==> src/rtl/gcr_pkg.sv <==
package gcr_pkg;

    localparam int unsigned BYTE_W = 8;

    localparam logic [BYTE_W-1:0] CMD_POLL   = 8'h01;
    localparam logic [BYTE_W-1:0] CMD_READ   = 8'h42;
    localparam logic [BYTE_W-1:0] ID_DIGITAL = 8'h41;
    localparam logic [BYTE_W-1:0] ID_ANALOG  = 8'h73;
    localparam logic [BYTE_W-1:0] FILL_BYTE  = 8'hFF;

    // Synchronized view of the serial pins
    typedef struct packed {
        logic sck;
        logic cs_n;
        logic mosi;
    } spi_pins_t;

    // Bus at rest: clock high (mode 3), deselected, data high
    localparam spi_pins_t PINS_IDLE = '{sck: 1'b1, cs_n: 1'b1, mosi: 1'b1};

    // Position within a frame
    typedef enum logic [1:0] {
        FS_CMD  = 2'd0,   // waiting for the poll command
        FS_ID   = 2'd1,   // identifier loaded, waiting for the read command
        FS_DATA = 2'd2,   // streaming captured data
        FS_PAD  = 2'd3    // rejected or exhausted: filler only
    } frame_state_e;

    function automatic logic [BYTE_W-1:0] id_for_mode(input logic analog);
        return analog ? ID_ANALOG : ID_DIGITAL;
    endfunction

endpackage

==> src/rtl/gcr_sync.sv <==
module gcr_sync
    import gcr_pkg::*;
#(
    parameter int unsigned STAGES = 2
) (
    input  logic      clk,
    input  logic      rst,
    input  spi_pins_t din,
    output spi_pins_t dout
);

    spi_pins_t stg [STAGES];

    always_ff @(posedge clk) begin
        if (rst) stg[0] <= PINS_IDLE;
        else     stg[0] <= din;
    end

    generate
        for (genvar g = 1; g < STAGES; g++) begin : g_chain
            always_ff @(posedge clk) begin
                if (rst) stg[g] <= PINS_IDLE;
                else     stg[g] <= stg[g-1];
            end
        end
    endgenerate

    assign dout = stg[STAGES-1];

endmodule

==> src/rtl/gcr_bit_engine.sv <==
module gcr_bit_engine
    import gcr_pkg::*;
#(
    parameter int unsigned W = BYTE_W
) (
    input  logic         clk,
    input  logic         rst,
    input  logic         sck_s,
    input  logic         cs_n_s,
    input  logic         mosi_s,
    input  logic [W-1:0] tx_byte,
    output logic         byte_done,
    output logic [W-1:0] rx_byte,
    output logic         frame_start,
    output logic         frame_active,
    output logic         miso
);

    localparam int unsigned CNT_W = (W > 1) ? $clog2(W) : 1;

    logic             sck_d;
    logic             cs_n_d;
    logic [CNT_W-1:0] bit_cnt;
    logic [W-1:0]     rx_sh;
    logic             rise;
    logic             fall;

    assign frame_active = ~cs_n_s;
    assign frame_start  = cs_n_d & ~cs_n_s;
    assign rise         = ~sck_d & sck_s & ~cs_n_s;
    assign fall         = sck_d & ~sck_s & ~cs_n_s;
    assign rx_byte      = rx_sh;

    always_ff @(posedge clk) begin
        if (rst) begin
            sck_d  <= 1'b1;
            cs_n_d <= 1'b1;
        end else begin
            sck_d  <= sck_s;
            cs_n_d <= cs_n_s;
        end
    end

    always_ff @(posedge clk) begin
        if (rst || cs_n_s) begin
            bit_cnt   <= '0;
            rx_sh     <= '0;
            miso      <= 1'b1;
            byte_done <= 1'b0;
        end else begin
            byte_done <= 1'b0;
            if (rise) begin
                rx_sh <= {mosi_s, rx_sh[W-1:1]};   // LSB arrives first
                if (bit_cnt == CNT_W'(W-1)) begin
                    bit_cnt   <= '0;
                    byte_done <= 1'b1;
                end else begin
                    bit_cnt <= bit_cnt + CNT_W'(1);
                end
            end
            if (fall) miso <= tx_byte[bit_cnt];
        end
    end

    // deselected bus leaves the output high
    p_miso_idle_r1: assert property (@(posedge clk) disable iff (rst)
        cs_n_s |=> miso);

    // output only moves after a falling clock edge
    p_miso_only_on_fall_r2: assert property (@(posedge clk) disable iff (rst)
        (!fall && !cs_n_s) |=> $stable(miso));

    // a completed byte is a single-cycle event
    p_done_pulse_r2: assert property (@(posedge clk) disable iff (rst)
        byte_done |=> !byte_done);

endmodule

==> src/rtl/gcr_sequencer.sv <==
module gcr_sequencer
    import gcr_pkg::*;
#(
    parameter int unsigned DIG_BYTES = 4,
    parameter int unsigned ANA_BYTES = 8,
    parameter int unsigned SNAP_W    = ANA_BYTES * BYTE_W
) (
    input  logic              clk,
    input  logic              rst,
    input  logic              frame_start,
    input  logic              frame_active,
    input  logic              byte_done,
    input  logic [BYTE_W-1:0] rx_byte,
    input  logic              analog_mode,
    input  logic [SNAP_W-1:0] snap_in,
    output logic [BYTE_W-1:0] tx_byte
);

    localparam int unsigned IDX_W = $clog2(ANA_BYTES + 1);
    localparam int unsigned SLOTS = 1 << IDX_W;

    frame_state_e      state;
    logic [IDX_W-1:0]  idx;
    logic [SNAP_W-1:0] snap;
    logic              mode_q;
    logic [IDX_W-1:0]  limit;
    logic [BYTE_W-1:0] slot [SLOTS];

    generate
        for (genvar g = 0; g < SLOTS; g++) begin : g_slot
            if (g < ANA_BYTES) begin : g_data
                assign slot[g] = snap[g*BYTE_W +: BYTE_W];
            end else begin : g_pad
                assign slot[g] = FILL_BYTE;
            end
        end
    endgenerate

    assign limit = mode_q ? IDX_W'(ANA_BYTES) : IDX_W'(DIG_BYTES);

    always_ff @(posedge clk) begin
        if (rst) begin
            snap   <= '0;
            mode_q <= 1'b0;
        end else if (frame_start) begin
            snap   <= snap_in;
            mode_q <= analog_mode;
        end
    end

    always_ff @(posedge clk) begin
        if (rst || !frame_active || frame_start) begin
            state   <= FS_CMD;
            idx     <= '0;
            tx_byte <= FILL_BYTE;
        end else if (byte_done) begin
            unique case (state)
                FS_CMD: begin
                    if (rx_byte == CMD_POLL) begin
                        state   <= FS_ID;
                        tx_byte <= id_for_mode(mode_q);
                    end else begin
                        state   <= FS_PAD;
                        tx_byte <= FILL_BYTE;
                    end
                end
                FS_ID: begin
                    if (rx_byte == CMD_READ) begin
                        state   <= FS_DATA;
                        tx_byte <= slot[0];
                        idx     <= IDX_W'(1);
                    end else begin
                        state   <= FS_PAD;
                        tx_byte <= FILL_BYTE;
                    end
                end
                FS_DATA: begin
                    if (idx < limit) begin
                        tx_byte <= slot[idx];
                        idx     <= idx + IDX_W'(1);
                    end else begin
                        state   <= FS_PAD;
                        tx_byte <= FILL_BYTE;
                    end
                end
                default: tx_byte <= FILL_BYTE;
            endcase
        end
    end

    // leaving the frame always returns to the command position
    p_restart_r9: assert property (@(posedge clk) disable iff (rst)
        !frame_active |=> (state == FS_CMD) && (tx_byte == FILL_BYTE));

    // a poll command loads the identifier for the captured mode
    p_id_r4: assert property (@(posedge clk) disable iff (rst)
        (frame_active && !frame_start && byte_done && state == FS_CMD
         && rx_byte == CMD_POLL)
        |=> tx_byte == (mode_q ? ID_ANALOG : ID_DIGITAL));

    // a wrong first command locks the frame into filler
    p_reject_r7: assert property (@(posedge clk) disable iff (rst)
        (frame_active && !frame_start && byte_done && state == FS_CMD
         && rx_byte != CMD_POLL) |=> state == FS_PAD);

    // filler state never produces anything but 0xFF
    p_pad_sticky_r6: assert property (@(posedge clk) disable iff (rst)
        (state == FS_PAD && frame_active) |=> tx_byte == FILL_BYTE);

    // the data index never passes the analog byte count
    p_idx_bound_r5: assert property (@(posedge clk) disable iff (rst)
        1'b1 |-> idx <= IDX_W'(ANA_BYTES));

    // captured values hold for the whole frame
    p_snap_hold_r8: assert property (@(posedge clk) disable iff (rst)
        !frame_start |=> $stable(snap) && $stable(mode_q));

endmodule

==> src/rtl/gcr_spi_responder.sv <==
module gcr_spi_responder
    import gcr_pkg::*;
#(
    parameter int unsigned DIG_BYTES   = 4,
    parameter int unsigned ANA_BYTES   = 8,
    parameter int unsigned BTN_BYTES   = 2,
    parameter int unsigned SYNC_STAGES = 2,
    localparam int unsigned AXIS_BYTES = ANA_BYTES - BTN_BYTES,
    localparam int unsigned SNAP_W     = ANA_BYTES * BYTE_W
) (
    input  logic                           clk,
    input  logic                           rst,
    input  logic                           spi_sck,
    input  logic                           spi_cs_n,
    input  logic                           spi_mosi,
    output logic                           spi_miso,
    input  logic                           analog_mode,
    input  logic [BTN_BYTES*BYTE_W-1:0]    buttons,
    input  logic [AXIS_BYTES*BYTE_W-1:0]   axes
);

    spi_pins_t         raw_pins;
    spi_pins_t         sync_pins;
    logic [BYTE_W-1:0] tx_byte;
    logic [BYTE_W-1:0] rx_byte;
    logic              byte_done;
    logic              frame_start;
    logic              frame_active;
    logic [SNAP_W-1:0] snap_in;

    assign raw_pins.sck  = spi_sck;
    assign raw_pins.cs_n = spi_cs_n;
    assign raw_pins.mosi = spi_mosi;
    assign snap_in       = {axes, buttons};

    gcr_sync #(.STAGES(SYNC_STAGES)) u_sync (
        .clk  (clk),
        .rst  (rst),
        .din  (raw_pins),
        .dout (sync_pins)
    );

    gcr_bit_engine #(.W(BYTE_W)) u_engine (
        .clk          (clk),
        .rst          (rst),
        .sck_s        (sync_pins.sck),
        .cs_n_s       (sync_pins.cs_n),
        .mosi_s       (sync_pins.mosi),
        .tx_byte      (tx_byte),
        .byte_done    (byte_done),
        .rx_byte      (rx_byte),
        .frame_start  (frame_start),
        .frame_active (frame_active),
        .miso         (spi_miso)
    );

    gcr_sequencer #(
        .DIG_BYTES (DIG_BYTES),
        .ANA_BYTES (ANA_BYTES),
        .SNAP_W    (SNAP_W)
    ) u_seq (
        .clk          (clk),
        .rst          (rst),
        .frame_start  (frame_start),
        .frame_active (frame_active),
        .byte_done    (byte_done),
        .rx_byte      (rx_byte),
        .analog_mode  (analog_mode),
        .snap_in      (snap_in),
        .tx_byte      (tx_byte)
    );

    // a frame that has just opened offers filler for the command byte
    p_cmd_fill_r3: assert property (@(posedge clk) disable iff (rst)
        frame_start |=> tx_byte == FILL_BYTE);

endmodule

==> config.mk <==
export PLATFORM = sky130hd
export DESIGN_NAME = gcr_spi_responder
export DESIGN_NICKNAME = d
export VERILOG_FILES = /design/src/rtl/gcr_pkg.sv /design/src/rtl/gcr_sync.sv /design/src/rtl/gcr_bit_engine.sv /design/src/rtl/gcr_sequencer.sv /design/src/rtl/gcr_spi_responder.sv
export SDC_FILE = /design/constraint.sdc
export NUM_CORES = 1
export LEC_CHECK = 0
export BUFFER_PORTS_ARGS = -buffer_cell sky130_fd_sc_hd__buf_4
export CAP_MARGIN = 20
export CORE_UTILIZATION = 60
export DETAILED_ROUTE_END_ITERATION = 10
export GPL_TIMING_DRIVEN = 0
export PLACE_DENSITY = 0.84
export SLEW_MARGIN = 30
export SYNTH_ARGS = -nofsm -noshare
export SYNTH_HDL_FRONTEND = slang
export SYNTH_SLANG_ARGS = --single-unit
==> constraint.sdc <==
create_clock -name clk -period 2.8 [get_ports clk]
set_clock_uncertainty 0.1 [all_clocks]
set_input_delay 0.42 -clock clk [delete_from_list [all_inputs] [get_ports clk]]
set_output_delay 0.42 -clock clk [all_outputs]
set_load 0.05 [all_outputs]
==> impl_metrics.tcl <==
set metrics [dict create \
    yosysSeqAreaShare 0.462 \
    cts_resized 0 \
    hp-start "spi_mosi" \
    cts-buffers-inserted 9 \
    critical_path.endpoint_type "flip-flop" \
    insertedDiodeCount 0 \
    path_cells "buf_2 -> buf_2 -> mux2i_1 -> o22ai_1 -> o31ai_1 -> a31oi_1" \
    drt-total-wl_mm 11.0 \
    finalWorstSetupSlack_ns 0.445 \
    drc 0 \
    r2r_setup_slack_ns 0.45 \
    clockBufferDepth 2 \
    path_delay_family "buffers and inverters" \
    r2r_cells 6 \
    drive_gt1_frac 0.213 \
    synth-seq-cells 100 \
    cts_tree "yes" \
    worstMarginPinSlew_ns 0.955 \
    dpl.hpwl_mm 8.41 \
    peakVddDrop_v 0.000344 \
    port_buffers 70 \
    max_cap_viol_count 0 \
    rsz0062_at_grt "no" \
    worstPathMaxFanout 10 \
    avgSynthCellArea_sq_um 8.65 \
    cpMostUsedCell "buf_2" \
    async_reset_ff_frac 0 \
    grt_pass1_vias 3832 \
    overflow 0 \
    synthFlopType "dfxtp_1" \
    dr.pass1.iters 6 \
    dieArea_sq_um 7570 \
    finalHoldViolations 0 \
    antenna_found_initial 0 \
    netlist_instances 501 \
    synth_fp_nets 579 \
    dp_slack_ns 0.499 \
    min_delay_worst_endpoint "u_sync.stg[0][0]" \
    place_congestion 0.881 \
    synthDistinctLibCells 42 \
    h-tree-depth 3 \
    first_iter_violations 263 \
    yosys_warnings 0 \
    io_pins 71 \
    ant_nets 0 \
    final_cells 683 \
    start_util 0.631 \
    drv_slew 0 \
    crit_type "reg -> reg" \
    grt_pass1_wl_mm 17.7 \
    post-synth-top-area-cell "dfxtp_1" \
    pwr_density_cell_nw_per_um2 497 \
    post-route-period-util 0.841 \
    num_vias 3927 \
    clock-root-buffer "clkbuf_8" \
    worst-path-buf-inv 2 \
    die_width_um 87.0 \
    slew_headroom 0.358 \
    final.min_clock_period_ns 2.35 \
    fin_nets 660 \
    rr_endpoint "u_seq.tx_byte[5]" \
    rows 30 \
    syn_to_final_growth_pct 19.3 \
    status "finished clean" \
    clk_pin_slew_ns 0.10 \
    setup_viol 0 \
    fmax_ghz 0.425 \
    crit_arrival_ns 2.49 \
    required_ns 2.94 \
    power.leakage_nw 1.88 \
    ctsHoldBuffers 0 \
    grt.total_usage 0.310 \
    yosysTopAreaCellShare 0.462 \
    slowest_stage "dfxtp_1" \
    cts_sinks 100 \
    cp-start-kind "flip-flop" \
    grt_max_degree 20 \
    synth-edff-count 0 \
    dp.cells 667 \
    die_h_um 87.0 \
    synth_area_leaders "dfxtp_1, nand2_1, a21oi_1, mux4_2, ha_1" \
    hp-class "in -> reg" \
    reg2reg_from "u_seq.idx[0]" \
    cts_setup_buffers 0 \
    hold_depth 2 \
    syn_area_sq_um 4340 \
    vias_per_cell 5.75 \
    avgRoutedWirePerCell_um 16.2 \
    fin_setup_tns_ns 0 \
    clock_latency_ns 0.38 \
    slowest_delay_ns 0.55 \
    core_sq_um 6870 \
]
## routing by layer
layer / up-vias / part of all wire / track usage
met1: 1825 / 0.41 / 0.379
li1: 1917 / - / -
met3: 25 / 0.073 / 0.0853
met5: - / 0 / 0
met2: 160 / 0.49 / 0.515
met4: 0 / 0.027 / 0.129
## power by group
| group | switching (mW) | internal, mW |
|---|---|---|
| clock network | 0.552 | 0.348 |
| logic | 0.0900 | 0.102 |
| registers | 0.0229 | 1.46 |
## cells in the mapped netlist (7+ instances only)
library cell / instances
a21oi_1: 70
a31oi_1: 8
and3_1: 7
clkbuf_1: 24
dfxtp_1: 100
ha_1: 8
mux2i_1: 7
mux4_2: 15
nand2_1: 146
nor2_1: 14
o221a_2: 7
o22ai_1: 10
o31ai_1: 11
or2_2: 7
## worst max path at each step
| stage | from | end | slack [ns] | cells after the start |
|---|---|---|---|---|
| 2_1_floorplan | u_engine.rx_byte[0] | u_seq.idx[2] | 0.91 | 5 |
| 3_3_place_gp | u_seq.idx[0] | u_seq.tx_byte[5] | 0.57 | 6 |
| 3_5_place_dp | u_seq.idx[0] | u_seq.tx_byte[5] | 0.50 | 6 |
| 4_1_cts | u_seq.idx[0] | u_seq.tx_byte[5] | 0.47 | 6 |
| 5_1_grt | u_seq.idx[0] | u_seq.tx_byte[5] | 0.36 | 6 |
| 6_report | u_seq.idx[0] | u_seq.tx_byte[5] | 0.45 | 6 |
## flip-flops by register name, indices dropped and copies added, names as in the netlist
register / cells
u_seq.mode_q: 1
u_seq.tx_byte: 8
u_seq.state: 2
u_engine.sck_d: 1
u_sync.stg: 6
u_engine.miso: 1
u_engine.byte_done: 1
u_seq.idx: 4
u_engine.cs_n_d: 1
u_seq.snap: 64
u_engine.rx_byte: 8
u_engine.bit_cnt: 3
## through the flow
step            util  hold WS [ns]  power (mW)  cell area, sq um
3_3_place_gp   0.725         0.293        1.70              4980
3_5_place_dp   0.725         0.293        1.70              4980
5_1_grt        0.753         0.111        2.67              5170
4_1_cts        0.753         0.115        2.58              5170
2_1_floorplan      -         0.289        1.59              4340
6_report       0.753         0.125        2.57              5170
## logic make-up after synthesis
logic type                 count (synthesis)  synth area share
AOI/OAI and AO/OA                        124             0.175
adders and majority gates                  8            0.0231
buffers and inverters                     41            0.0375
DFF                                      100             0.462
muxes                                     24            0.0993
and+or+nand+nor                          204             0.203
## placed cells by master, fill, tap and decap left out, types with 7 or more instances in the layout
| cell | Yosys | layout |
|---|---|---|
| and3_1 | 7 | 7 |
| o221a_2 | 7 | 7 |
| nor2_1 | 14 | 14 |
| mux2i_1 | 7 | 7 |
| ha_1 | 8 | 8 |
| mux4_2 | 15 | 15 |
| o22ai_1 | 10 | 10 |
| o31ai_1 | 11 | 11 |
| clkbuf_8 | 0 | 9 |
| dfxtp_1 | 100 | 100 |
| clkbuf_1 | 24 | 24 |
| a31oi_1 | 8 | 8 |
| a21oi_1 | 70 | 70 |
| or2_2 | 7 | 7 |
| buf_4 | 1 | 71 |
| nand2_1 | 146 | 146 |
## layout make-up
| class | count | area (sq um) |
|---|---|---|
| Buffer | 35 | 140 |
| Clock buffer | 9 | 124 |
| Clock inverter | 7 | 68.8 |
| Fill cell | 538 | 1700 |
| Inverter | 6 | 22.5 |
| Multi-Input combinational cell | 360 | 2170 |
| Sequential cell | 100 | 2000 |
| Tap cell | 96 | 120 |
| Timing Repair Buffer | 70 | 526 |
Power figures use the tool's default switching activity.
